<file path="config.mk">
export PLATFORM = sky130hd
export DESIGN_NAME = line_refill_engine
export DESIGN_NICKNAME = d
export VERILOG_FILES = /design/src/rtl/lre_pkg.sv /design/src/rtl/lre_order_gen.sv /design/src/rtl/lre_req_issuer.sv /design/src/rtl/lre_rsp_tracker.sv /design/src/rtl/line_refill_engine.sv
export SDC_FILE = /design/constraint.sdc
export NUM_CORES = 1
export LEC_CHECK = 0
export BUFFER_PORTS_ARGS = -buffer_cell sky130_fd_sc_hd__buf_4
export CORE_MARGIN = 1.5
export CORE_UTILIZATION = 49
export DETAILED_ROUTE_END_ITERATION = 16
export PLACE_DENSITY = 0.9
export SYNTH_ARGS = -nofsm -noshare
export SYNTH_HDL_FRONTEND = slang
export SYNTH_SLANG_ARGS = --single-unit
</file>
<file path="constraint.sdc">
create_clock -name clk -period 2.77 [get_ports clk]
set_input_delay 0.831 -clock clk [delete_from_list [all_inputs] [get_ports clk]]
set_output_delay 0.831 -clock clk [all_outputs]
set_load 0.005 [all_outputs]
</file>
<file path="src/rtl/lre_pkg.sv">
package lre_pkg;
   typedef enum logic {
      ORDER_WRAP   = 1'b0,
      ORDER_LINEAR = 1'b1
   } fill_order_e;
endpackage

</file>
<file path="src/rtl/lre_order_gen.sv">
module lre_order_gen
   import lre_pkg::*;
#(
   parameter int WORDS = 8,
   localparam int OFS_W = $clog2(WORDS)
) (
   input  logic [OFS_W-1:0] crit_ofs,
   input  fill_order_e      order,
   input  logic [OFS_W-1:0] seq_idx,
   output logic [OFS_W-1:0] word_ofs
);
   logic [OFS_W-1:0] wrap_ofs;

   generate
      if (WORDS == (1 << OFS_W)) begin : g_pow2
         // modulo by natural overflow of the offset field
         assign wrap_ofs = crit_ofs + seq_idx;
      end else begin : g_generic
         logic [OFS_W:0] sum;
         assign sum      = {1'b0, crit_ofs} + {1'b0, seq_idx};
         assign wrap_ofs = (sum >= (OFS_W+1)'(WORDS)) ? OFS_W'(sum - (OFS_W+1)'(WORDS))
                                                      : OFS_W'(sum);
      end
   endgenerate

   assign word_ofs = (order == ORDER_LINEAR) ? seq_idx : wrap_ofs;
endmodule

</file>
<file path="src/rtl/lre_req_issuer.sv">
module lre_req_issuer #(
   parameter int WORDS = 8,
   localparam int OFS_W = $clog2(WORDS),
   localparam int CNT_W = OFS_W + 1
) (
   input  logic             clk,
   input  logic             rst_n,
   input  logic             start,
   input  logic             req_ready,
   output logic             req_active,
   output logic [OFS_W-1:0] req_idx,
   output logic [CNT_W-1:0] issued_cnt
);
   localparam logic [CNT_W-1:0] ALL_SENT = CNT_W'(WORDS);

   logic [CNT_W-1:0] cnt_q;

   always_ff @(posedge clk or negedge rst_n) begin
      if (!rst_n) begin
         cnt_q <= ALL_SENT;
      end else if (start) begin
         cnt_q <= '0;
      end else if (req_active && req_ready) begin
         cnt_q <= cnt_q + 1'b1;
      end
   end

   assign req_active = (cnt_q != ALL_SENT);
   assign req_idx    = cnt_q[OFS_W-1:0];
   assign issued_cnt = cnt_q;

   // a stalled request is held steady
   a_r10_req_hold : assert property (@(posedge clk) disable iff (!rst_n)
      (req_active && !req_ready && !start) |=> (req_active && $stable(req_idx)));
endmodule

</file>
<file path="src/rtl/lre_rsp_tracker.sv">
module lre_rsp_tracker #(
   parameter int WORDS  = 8,
   parameter int WORD_W = 32,
   localparam int OFS_W = $clog2(WORDS)
) (
   input  logic              clk,
   input  logic              rst_n,
   input  logic              start,
   input  logic              rsp_valid,
   input  logic [WORD_W-1:0] rsp_data,
   input  logic [OFS_W-1:0]  rsp_ofs,
   input  logic [OFS_W-1:0]  crit_ofs,
   output logic [OFS_W-1:0]  rsp_idx,
   output logic              rsp_last,
   output logic              wr_en,
   output logic [OFS_W-1:0]  wr_ofs,
   output logic [WORD_W-1:0] wr_data,
   output logic              cpu_valid,
   output logic [WORD_W-1:0] cpu_data,
   output logic              done
);
   logic [OFS_W-1:0] idx_q;
   logic [WORDS-1:0] filled_q;
   logic [WORDS-1:0] filled_nxt;
   logic [WORDS-1:0] hit_vec;

   // one presence bit per word of the line
   genvar gi;
   generate
      for (gi = 0; gi < WORDS; gi++) begin : g_word
         assign hit_vec[gi]    = rsp_valid && (rsp_ofs == OFS_W'(gi));
         assign filled_nxt[gi] = filled_q[gi] | hit_vec[gi];
      end
   endgenerate

   always_ff @(posedge clk or negedge rst_n) begin
      if (!rst_n) begin
         idx_q    <= '0;
         filled_q <= '0;
      end else if (start) begin
         idx_q    <= '0;
         filled_q <= '0;
      end else if (rsp_valid) begin
         idx_q    <= idx_q + 1'b1;
         filled_q <= filled_nxt;
      end
   end

   always_ff @(posedge clk or negedge rst_n) begin
      if (!rst_n) begin
         wr_en     <= 1'b0;
         wr_ofs    <= '0;
         wr_data   <= '0;
         cpu_valid <= 1'b0;
         cpu_data  <= '0;
         done      <= 1'b0;
      end else begin
         wr_en     <= rsp_valid;
         cpu_valid <= rsp_valid && (rsp_ofs == crit_ofs);
         done      <= rsp_valid && (&filled_nxt) && !(&filled_q);
         if (rsp_valid) begin
            wr_ofs  <= rsp_ofs;
            wr_data <= rsp_data;
         end
         if (rsp_valid && (rsp_ofs == crit_ofs)) begin
            cpu_data <= rsp_data;
         end
      end
   end

   assign rsp_idx  = idx_q;
   assign rsp_last = rsp_valid && (idx_q == OFS_W'(WORDS - 1));

   // completion strobe rides on a write and lasts one cycle
   a_r8_done_with_write : assert property (@(posedge clk) disable iff (!rst_n)
      done |-> wr_en);
   a_r8_done_pulse : assert property (@(posedge clk) disable iff (!rst_n)
      done |=> !done);
   // processor return is a single-cycle pulse
   a_r6_cpu_pulse : assert property (@(posedge clk) disable iff (!rst_n)
      cpu_valid |=> !cpu_valid);
endmodule

</file>
<file path="src/rtl/line_refill_engine.sv">
module line_refill_engine
   import lre_pkg::*;
#(
   parameter int WORDS   = 8,
   parameter int WORD_W  = 32,
   parameter int LINE_AW = 26,
   localparam int OFS_W  = $clog2(WORDS),
   localparam int CNT_W  = OFS_W + 1
) (
   input  logic               clk,
   input  logic               rst_n,
   input  logic               miss_valid,
   output logic               miss_ready,
   input  logic [LINE_AW-1:0] miss_line_addr,
   input  logic [OFS_W-1:0]   miss_word_ofs,
   input  logic               miss_order,
   output logic               mem_req_valid,
   input  logic               mem_req_ready,
   output logic [LINE_AW-1:0] mem_req_line_addr,
   output logic [OFS_W-1:0]   mem_req_word_ofs,
   input  logic               mem_rsp_valid,
   input  logic [WORD_W-1:0]  mem_rsp_data,
   output logic               cpu_rsp_valid,
   output logic [WORD_W-1:0]  cpu_rsp_data,
   output logic               arr_wr_en,
   output logic [LINE_AW-1:0] arr_wr_line_addr,
   output logic [OFS_W-1:0]   arr_wr_word_ofs,
   output logic [WORD_W-1:0]  arr_wr_data,
   output logic               fill_done
);
   generate
      if (WORDS < 2 || WORDS != (1 << OFS_W)) begin : g_bad_words
         $error("line_refill_engine: WORDS must be a power of two, at least 2");
      end
      if (WORD_W < 1 || LINE_AW < 1) begin : g_bad_width
         $error("line_refill_engine: widths must be positive");
      end
   endgenerate

   logic               busy_q;
   logic [LINE_AW-1:0] line_q;
   logic [OFS_W-1:0]   crit_q;
   fill_order_e        order_q;
   logic               accept;
   logic               rsp_last;
   logic [OFS_W-1:0]   req_idx;
   logic [OFS_W-1:0]   rsp_idx;
   logic [OFS_W-1:0]   rsp_ofs;
   logic [CNT_W-1:0]   issued_cnt;

   assign miss_ready = !busy_q;
   assign accept     = miss_valid && !busy_q;

   always_ff @(posedge clk or negedge rst_n) begin
      if (!rst_n) begin
         busy_q  <= 1'b0;
         line_q  <= '0;
         crit_q  <= '0;
         order_q <= ORDER_WRAP;
      end else if (accept) begin
         busy_q  <= 1'b1;
         line_q  <= miss_line_addr;
         crit_q  <= miss_word_ofs;
         order_q <= fill_order_e'(miss_order);
      end else if (rsp_last) begin
         busy_q  <= 1'b0;
      end
   end

   lre_req_issuer #(.WORDS(WORDS)) u_issuer (
      .clk        (clk),
      .rst_n      (rst_n),
      .start      (accept),
      .req_ready  (mem_req_ready),
      .req_active (mem_req_valid),
      .req_idx    (req_idx),
      .issued_cnt (issued_cnt)
   );

   lre_order_gen #(.WORDS(WORDS)) u_req_order (
      .crit_ofs (crit_q),
      .order    (order_q),
      .seq_idx  (req_idx),
      .word_ofs (mem_req_word_ofs)
   );

   lre_order_gen #(.WORDS(WORDS)) u_rsp_order (
      .crit_ofs (crit_q),
      .order    (order_q),
      .seq_idx  (rsp_idx),
      .word_ofs (rsp_ofs)
   );

   lre_rsp_tracker #(.WORDS(WORDS), .WORD_W(WORD_W)) u_tracker (
      .clk       (clk),
      .rst_n     (rst_n),
      .start     (accept),
      .rsp_valid (mem_rsp_valid),
      .rsp_data  (mem_rsp_data),
      .rsp_ofs   (rsp_ofs),
      .crit_ofs  (crit_q),
      .rsp_idx   (rsp_idx),
      .rsp_last  (rsp_last),
      .wr_en     (arr_wr_en),
      .wr_ofs    (arr_wr_word_ofs),
      .wr_data   (arr_wr_data),
      .cpu_valid (cpu_rsp_valid),
      .cpu_data  (cpu_rsp_data),
      .done      (fill_done)
   );

   assign mem_req_line_addr = line_q;
   assign arr_wr_line_addr  = line_q;

   // no new miss while requests of the current fill are pending
   a_r9_busy_while_req : assert property (@(posedge clk) disable iff (!rst_n)
      mem_req_valid |-> !miss_ready);
   // engine idle again by the time the completion strobe is visible
   a_r9_ready_at_done : assert property (@(posedge clk) disable iff (!rst_n)
      fill_done |-> miss_ready);
   // responses never outrun accepted requests
   a_r4_rsp_behind_req : assert property (@(posedge clk) disable iff (!rst_n)
      (busy_q && mem_rsp_valid) |-> ({1'b0, rsp_idx} < issued_cnt));
   // line address frozen during a fill
   a_r4_line_stable : assert property (@(posedge clk) disable iff (!rst_n)
      (busy_q && !rsp_last) |=> $stable(mem_req_line_addr));
endmodule

</file>
==> impl_metrics.ini, run 1 <==
[outcome]
run_status = finished with violations
failed_checks = setup timing

[routing]
met1_length_um = 4460
route.detailed.drc = 0
topRoutingLayerUsed = met4
routedWlPerCell_um = 17.1
routed-via-count = 3460
wl_met2_um = 6050
routed_via_density = 5.09
route.met3.wl_um = 895
route.final.wire_length_um = 11600
drt_iter0_drc = 132
postRouteAntennaNets = 0
first_pass_iters = 5

[grt]
globalRoute.totalOverflow = 0
via_count_of_the_first_global_routing_pass = 3762
grt_first_pass_wirelength_um = 18700
antenna_violations_before_repair = 0
grt_util_all_layers = 0.221
grt_max_degree = 54

[critical_path]
crit_path_max_incr_delay_ns = 0.37
timing.reg2reg.worst_path_depth = 9
worstPathArrival_ns = 1.97
critical_path.cell_chain = ha_2, inv_2, fa_2, xor2_1, nor2_1, xor2_1, buf_4
worst_setup_path_start_kind = flop
worst_r2r_endpoint = u_tracker.done$_DFF_PN0_
r2r-start = crit_q[0]$_DFFE_PN0P_
timing.critical_path.slowest_stage_cell = sky130_fd_sc_hd__dfrtp_1
crit_fanout = 2
crit_top_cell = sky130_fd_sc_hd__xor2_1
reg2reg_slack_ns = 0.16
setup.worst_path.end_class = output port
critical_path_class = reg -> out
cp.required_ns = 1.94

[timing]
tightest_slew_ns = 0.599
worst_hold_slack_ns = 0.327
final.setup_skew_ns = 0.00852
hold_violations = 0
timing.final.crit_period_ns = 2.80
timing.final.setup_violations = 1
setup_repair_after_global_routing_missed_its_margin = true
setup_slack_ns = -0.0301
finalCritPeriodShare = 1.01
final_max_slew_viol_count = 0
max_transition_margin = 0.600
clock.fmax_ghz = 0.357

[synthesis]
synthesis.nets = 428
yosysWarningCount = 0
synthDistinctLibCells = 43
synth_area_sq_mm = 0.00507
synth-seq-area-share = 0.573
synth_area_per_cell_sq_um = 14.4
synthesis.instances = 353
async_flop_share = 1.00
number_of_flops_mapped_to_enable_cells_by_yosys = 0
synth_ff_type = sky130_fd_sc_hd__dfrtp_1
ys_ff_latch = 116

[flow_run]
max_cap_viol_count = 0

[cts]
cts_tree = built
cts_hold_buffers = 0
h-tree-depth = 4
clock-sinks = 116
worst_skew_pair.late_latency_ns = 0.51
cts.root.buffer_cell = sky130_fd_sc_hd__clkbuf_8
cts_buffers = 17
ctsLongestPathBuffers = 2
cts.reportedPaths.clkPinSlew_ns = 0.06

[floorplanning]
row_count = 36
dieArea_sq_mm = 0.0110
core_area_sq_mm = 0.00991
die_w_um = 105
top_level_pins = 194
die_h_um = 105
initial_utilization = 0.512

[power]
p_leak_nw = 3.55
power.ir.vdd_worst_v = 0.000571
total_power_mw = 9.00
powerDensity_mw_per_mm2 = 1250

[placement]
dpl.hpwl_um = 8090
buffer_ports.inserted = 193
place_congestion = 0.865

[hold_path]
hold_path_class = in -> async

[layout]
area_growth_pct = 42.0
layout-drive-gt1-share = 0.627
antenna_cells = 0
nets = 609
-- metal layers --
layer  global-route usage  up-vias
met4               0.0910        0
met3               0.0817       18
met2                0.378      167
met1                0.249     1712
li1                     -     1563
met5                    0        -
-- cell usage after synthesis (all sizes together), types with 2 or more instances --
master  count  area share
dfrtp     115        0.57
mux2       95        0.23
buf        35       0.051
nor2       22       0.016
inv         9      0.0067
a21oi       6      0.0059
clkbuf      6      0.0044
ha          6       0.015
nand2       6      0.0044
xor2        6       0.010
nand4       5      0.0074
a21boi      4      0.0067
mux2i       4      0.0079
o32ai       3      0.0052
xnor2       3      0.0052
and3        2      0.0030
fa          2      0.0079
nand2b      2      0.0025
nand3       2      0.0020
nor3b       2      0.0030
o21a        2      0.0030
o21ai       2      0.0020
o221ai      2      0.0047
-- state kept, by name, indices dropped and copies added (netlist names) --
name,cells
u_tracker.cpu_data,32
u_tracker.wr_data,32
arr_wr_line_addr,26
u_tracker.filled_q,8
u_issuer.issued_cnt,4
crit_q,3
u_tracker.rsp_idx,3
u_tracker.wr_ofs,3
busy_q,1
order_q,1
u_tracker.cpu_valid,1
u_tracker.done,1
u_tracker.wr_en,1
-- placed cells by master, fill, tap and decap left out, drive strengths merged, types with 2 or more instances in the layout --
cell type	netlist	routed
buf	35	203
dfrtp	115	115
mux2	95	95
clkbuf	6	25
nor2	22	22
inv	9	9
xor2	6	6
nand2	6	6
a21oi	6	6
ha	6	6
bufinv	0	5
nand4	5	5
mux2i	4	4
a21boi	4	4
xnor2	3	3
o32ai	3	3
nand2b	2	2
o21ai	2	2
and3	2	2
nor3b	2	2
o21a	2	2
nand3	2	2
clkinvlp	0	2
o221ai	2	2
fa	2	2
-- logic make-up after synthesis --
| family | after synthesis | synth area share |
|---|---|---|
| adder cells (fa/ha/maj) | 8 | 0.0227 |
| buffers and inverters | 50 | 0.0624 |
| multiplexers | 99 | 0.240 |
| flip-flops | 116 | 0.573 |
| AO/OA/AOI/OAI | 24 | 0.0363 |
| XOR/XNOR | 10 | 0.0202 |
| AND/OR/NAND/NOR | 46 | 0.0452 |
-- critical path, delay by kind of cell, from the launching register on --
kind,cells,cell delay [ns]
DFF,1,0.37
adders and majority gates,2,0.51
xor gates and xnor gates,2,0.30
and+or+nand+nor,1,0.11
buffers and inverters,2,0.17
-- metrics by stage --
step	cell area, sq um	setup slack, ns	utilization	setup TNS, ns	instances
after floorplan	5070	0.424	-	0	353
after global placement	6500	0.413	0.656	0	645
after detailed placement	6500	0.303	0.656	0	645
after CTS	7190	-0.0434	0.726	-0.0434	679
after global routing	7200	-0.119	0.726	-0.191	680
final	7200	-0.0301	0.726	-0.0301	680
-- layout make-up --
| type | count | area (sq um) |
|---|---|---|
| multi-input combinational | 187 | 1860 |
| clock buffer | 25 | 504 |
| tap | 133 | 166 |
| timing repair buffer | 203 | 1560 |
| sequential | 116 | 2900 |
| fill | 673 | 2710 |
| clock inverter | 7 | 165 |
| inverter | 9 | 33.8 |
-- power by group --
part,total [mW],internal (mW),switching (mW)
combinational,3.67,2.27,1.40
sequential,2.90,2.37,0.527
clock,2.43,1.70,0.736
-- worst max-delay path by stage --
stage | startpoint | endpoint | slack, ns | depth (start not counted)
floorplan | u_tracker.rsp_idx[0]$_DFFE_PN0P_ | u_tracker.done$_DFF_PN0_ | 0.42 | 9
global placement | u_issuer.issued_cnt[0]$_DFFE_PN0P_ | mem_req_word_ofs[2] | 0.41 | 7
detailed placement | crit_q[0]$_DFFE_PN0P_ | u_tracker.done$_DFF_PN0_ | 0.30 | 8
CTS | u_issuer.issued_cnt[0]$_DFFE_PN0P_ | mem_req_word_ofs[2] | -0.04 | 7
global route | crit_q[0]$_DFFE_PN0P_ | mem_req_word_ofs[2] | -0.12 | 7
finish | u_issuer.issued_cnt[0]$_DFFE_PN0P_ | mem_req_word_ofs[2] | -0.03 | 7
-- timing repair --
action	CTS	global route
gates resized for setup	3	0
setup endpoints to repair	1	2
pin swaps	1	0
gates cloned	0	0
setup buffers	2	1
hold endpoints to repair	0	0
No activity file was read; power rests on OpenSTA's default activity.
==> inputs of run 2 (changes only) <==
--- a/config.mk
+++ b/config.mk
@@ -10,6 +10,7 @@
 export CORE_UTILIZATION = 49
 export DETAILED_ROUTE_END_ITERATION = 16
 export PLACE_DENSITY = 0.9
+export RECOVER_POWER = 50
 export SYNTH_ARGS = -nofsm -noshare
 export SYNTH_HDL_FRONTEND = slang
 export SYNTH_SLANG_ARGS = --single-unit
==> run 2 against run 1 <==
Effect of this change:
- setup slack better by 0.0052 ns
- largest power group unchanged
- critical path type unchanged
- register-to-register slack hardly changed
- the run still ends with setup timing left
- via count barely moved
- design area shrank 0.75%
- global-route usage did not move
==> impl_metrics.ini, run 2 (synthesis results as in run 1) <==
[grt]
grt_first_pass_wirelength_um = 18700
grt_util_all_layers = 0.221
antenna_violations_before_repair = 0
grt_max_degree = 54
globalRoute.totalOverflow = 0
via_count_of_the_first_global_routing_pass = 3762

[floorplanning]
core_area_sq_mm = 0.00991
top_level_pins = 194
initial_utilization = 0.512
die_h_um = 105
dieArea_sq_mm = 0.0110
row_count = 36
die_w_um = 105

[cts]
cts_tree = built
h-tree-depth = 4
clock-sinks = 116
cts_hold_buffers = 0
cts.reportedPaths.clkPinSlew_ns = 0.06
worst_skew_pair.late_latency_ns = 0.51
cts.root.buffer_cell = sky130_fd_sc_hd__clkbuf_8
ctsLongestPathBuffers = 2
cts_buffers = 17

[placement]
dpl.hpwl_um = 8090
post-place-ws_ns = 0.303
place.detailed.instances = 645
place_congestion = 0.865
buffer_ports.inserted = 193
post_dp_cell_area_sq_mm = 0.00650

[timing]
max_transition_margin = 0.230
setup_repair_after_global_routing_missed_its_margin = true
worst_hold_slack_ns = 0.508
timing.final.setup_violations = 1
finalCritPeriodShare = 1.01
timing.final.crit_period_ns = 2.79
final.setup_skew_ns = 0.00837
setup_slack_ns = -0.0249
tightest_slew_ns = 1.16
hold_violations = 0
final_max_slew_viol_count = 0
clock.fmax_ghz = 0.358

[power]
cellInternalPower_mw = 6.32
power.ir.vdd_worst_v = 0.000572
switchingPower_mw = 2.66
p_leak_nw = 3.52
total_power_mw = 8.98
power.share.clock = 0.271
combinationalPowerShare = 0.407
powerDensity_mw_per_mm2 = 1260
part_of_the_total_power_dissipated_in_sequential_elements = 0.322
switching_share = 0.296

[layout]
finalInstanceArea_sq_mm = 0.00714
final_non_filler_cell_total = 680
ff_latch_area_sq_mm = 0.00290
fillers = 679
layout_common_cells = sky130_fd_sc_hd__buf_4, sky130_fd_sc_hd__dfrtp_1, sky130_fd_sc_hd__mux2_2
antenna_cells = 0
nets = 609
layout.cells.most_common = sky130_fd_sc_hd__buf_4
layout-drive-gt1-share = 0.620
area_growth_pct = 40.9
multi_input_area_sq_mm = 0.00185

[routing]
routed_via_density = 5.09
routed-via-count = 3458
first_pass_iters = 4
route.final.wire_length_um = 11600
drt_iter0_drc = 139
routedWlPerCell_um = 17.1
postRouteAntennaNets = 0
route.detailed.drc = 0

[outcome]
failed_checks = setup timing
run_status = finished with violations

[critical_path]
timing.critical_path.slowest_stage_cell = sky130_fd_sc_hd__dfrtp_1
crit_fanout = 2
critical_path.cell_chain = ha_2, inv_2, fa_2, xor2_1, nor2_1, xor2_1, buf_4
crit_top_cell = sky130_fd_sc_hd__xor2_1
crit_path_max_incr_delay_ns = 0.37
worstPathArrival_ns = 1.96
setup.worst_path.end_class = output port
critical_path_class = reg -> out
timing.reg2reg.worst_path_depth = 9
worst_r2r_endpoint = u_tracker.done$_DFF_PN0_
reg2reg_slack_ns = 0.16
endpoint = mem_req_word_ofs[2]
r2r-start = crit_q[0]$_DFFE_PN0P_
cp.required_ns = 1.94
critical_path.startpoint = u_issuer.issued_cnt[0]$_DFFE_PN0P_
worst_setup_path_start_kind = flop

[hold_path]
hold_path_startpoint = u_tracker.wr_data[20]$_DFFE_PN0P_
whs_path_depth = 1
hold_path_class = reg -> reg

[flow_run]
max_cap_viol_count = 0
-- run 2: cell count changes in the layout (fill, tap and decap cells not counted) --
| cell | before | now |
|---|---|---|
| sky130_fd_sc_hd__buf_4 | 200 | 195 |
| sky130_fd_sc_hd__clkbuf_1 | 2 | 5 |
| sky130_fd_sc_hd__clkbuf_2 | 0 | 3 |
| sky130_fd_sc_hd__buf_12 | 3 | 1 |
| sky130_fd_sc_hd__buf_2 | 0 | 1 |
| sky130_fd_sc_hd__nor2b_1 | 0 | 1 |
| sky130_fd_sc_hd__nor2b_4 | 1 | 0 |
-- run 2: layout make-up --
| class | instances | share of cell area |
|---|---|---|
| timing repair buffer | 203 | 0.212 |
| tap | 133 | 0.0233 |
| multi-input combinational | 187 | 0.260 |
| inverter | 9 | 0.00473 |
| clock buffer | 25 | 0.0706 |
| clock inverter | 7 | 0.0231 |
| sequential | 116 | 0.407 |
-- run 2: critical path, delay by kind of cell, from the launching register on --
family | cells | cell delay, ns
buffers and inverters | 2 | 0.17
XOR/XNOR | 2 | 0.30
flip-flops | 1 | 0.37
AND/OR/NAND/NOR | 1 | 0.11
adder cells (fa/ha/maj) | 2 | 0.51
-- run 2: metrics by stage --
step / setup TNS [ns] / utilization
global placement: 0 / 0.656
detailed placement: 0 / 0.656
global route: -0.191 / 0.721
CTS: -0.0434 / 0.726
floorplan: 0 / -
finish: -0.0249 / 0.721
-- run 2: power by group through the flow --
| stage | registers (mW) | logic (mW) | clock network (mW) |
|---|---|---|---|
| after floorplan | 2.84 | 2.25 | 0 |
| after global placement | 2.86 | 3.50 | 0 |
| after detailed placement | 2.89 | 3.61 | 0 |
| after CTS | 2.89 | 3.69 | 2.46 |
| after global routing | 2.98 | 3.96 | 2.54 |
| final | 2.89 | 3.65 | 2.43 |
-- run 2: routing by layer --
| metal | share of wire | global-route usage |
|---|---|---|
| met5 | 0 | 0 |
| met4 | 0.017 | 0.0910 |
| met3 | 0.076 | 0.0817 |
| met2 | 0.52 | 0.378 |
| met1 | 0.39 | 0.249 |
-- run 2: what timing repair did --
| item | 4_1_cts | 5_1_grt |
|---|---|---|
| pin swaps | 1 | 0 |
| setup buffers | 2 | 1 |
| endpoints found under the setup margin | 1 | 2 |
| hold endpoints to repair | 0 | 0 |
| gates resized for setup | 3 | 0 |
-- run 2: how the worst min path moves through the flow --
stage | endpoint | slack (ns)
2_1_floorplan | busy_q$_DFFE_PN0P_ | 0.47
3_3_place_gp | u_tracker.cpu_data[1]$_DFFE_PN0P_ | 0.49
3_5_place_dp | u_tracker.cpu_data[5]$_DFFE_PN0P_ | 0.49
4_1_cts | u_tracker.wr_data[3]$_DFFE_PN0P_ | 0.33
5_1_grt | u_tracker.filled_q[3]$_DFFE_PN0P_ | 0.50
6_report | u_tracker.wr_data[20]$_DFFE_PN0P_ | 0.51
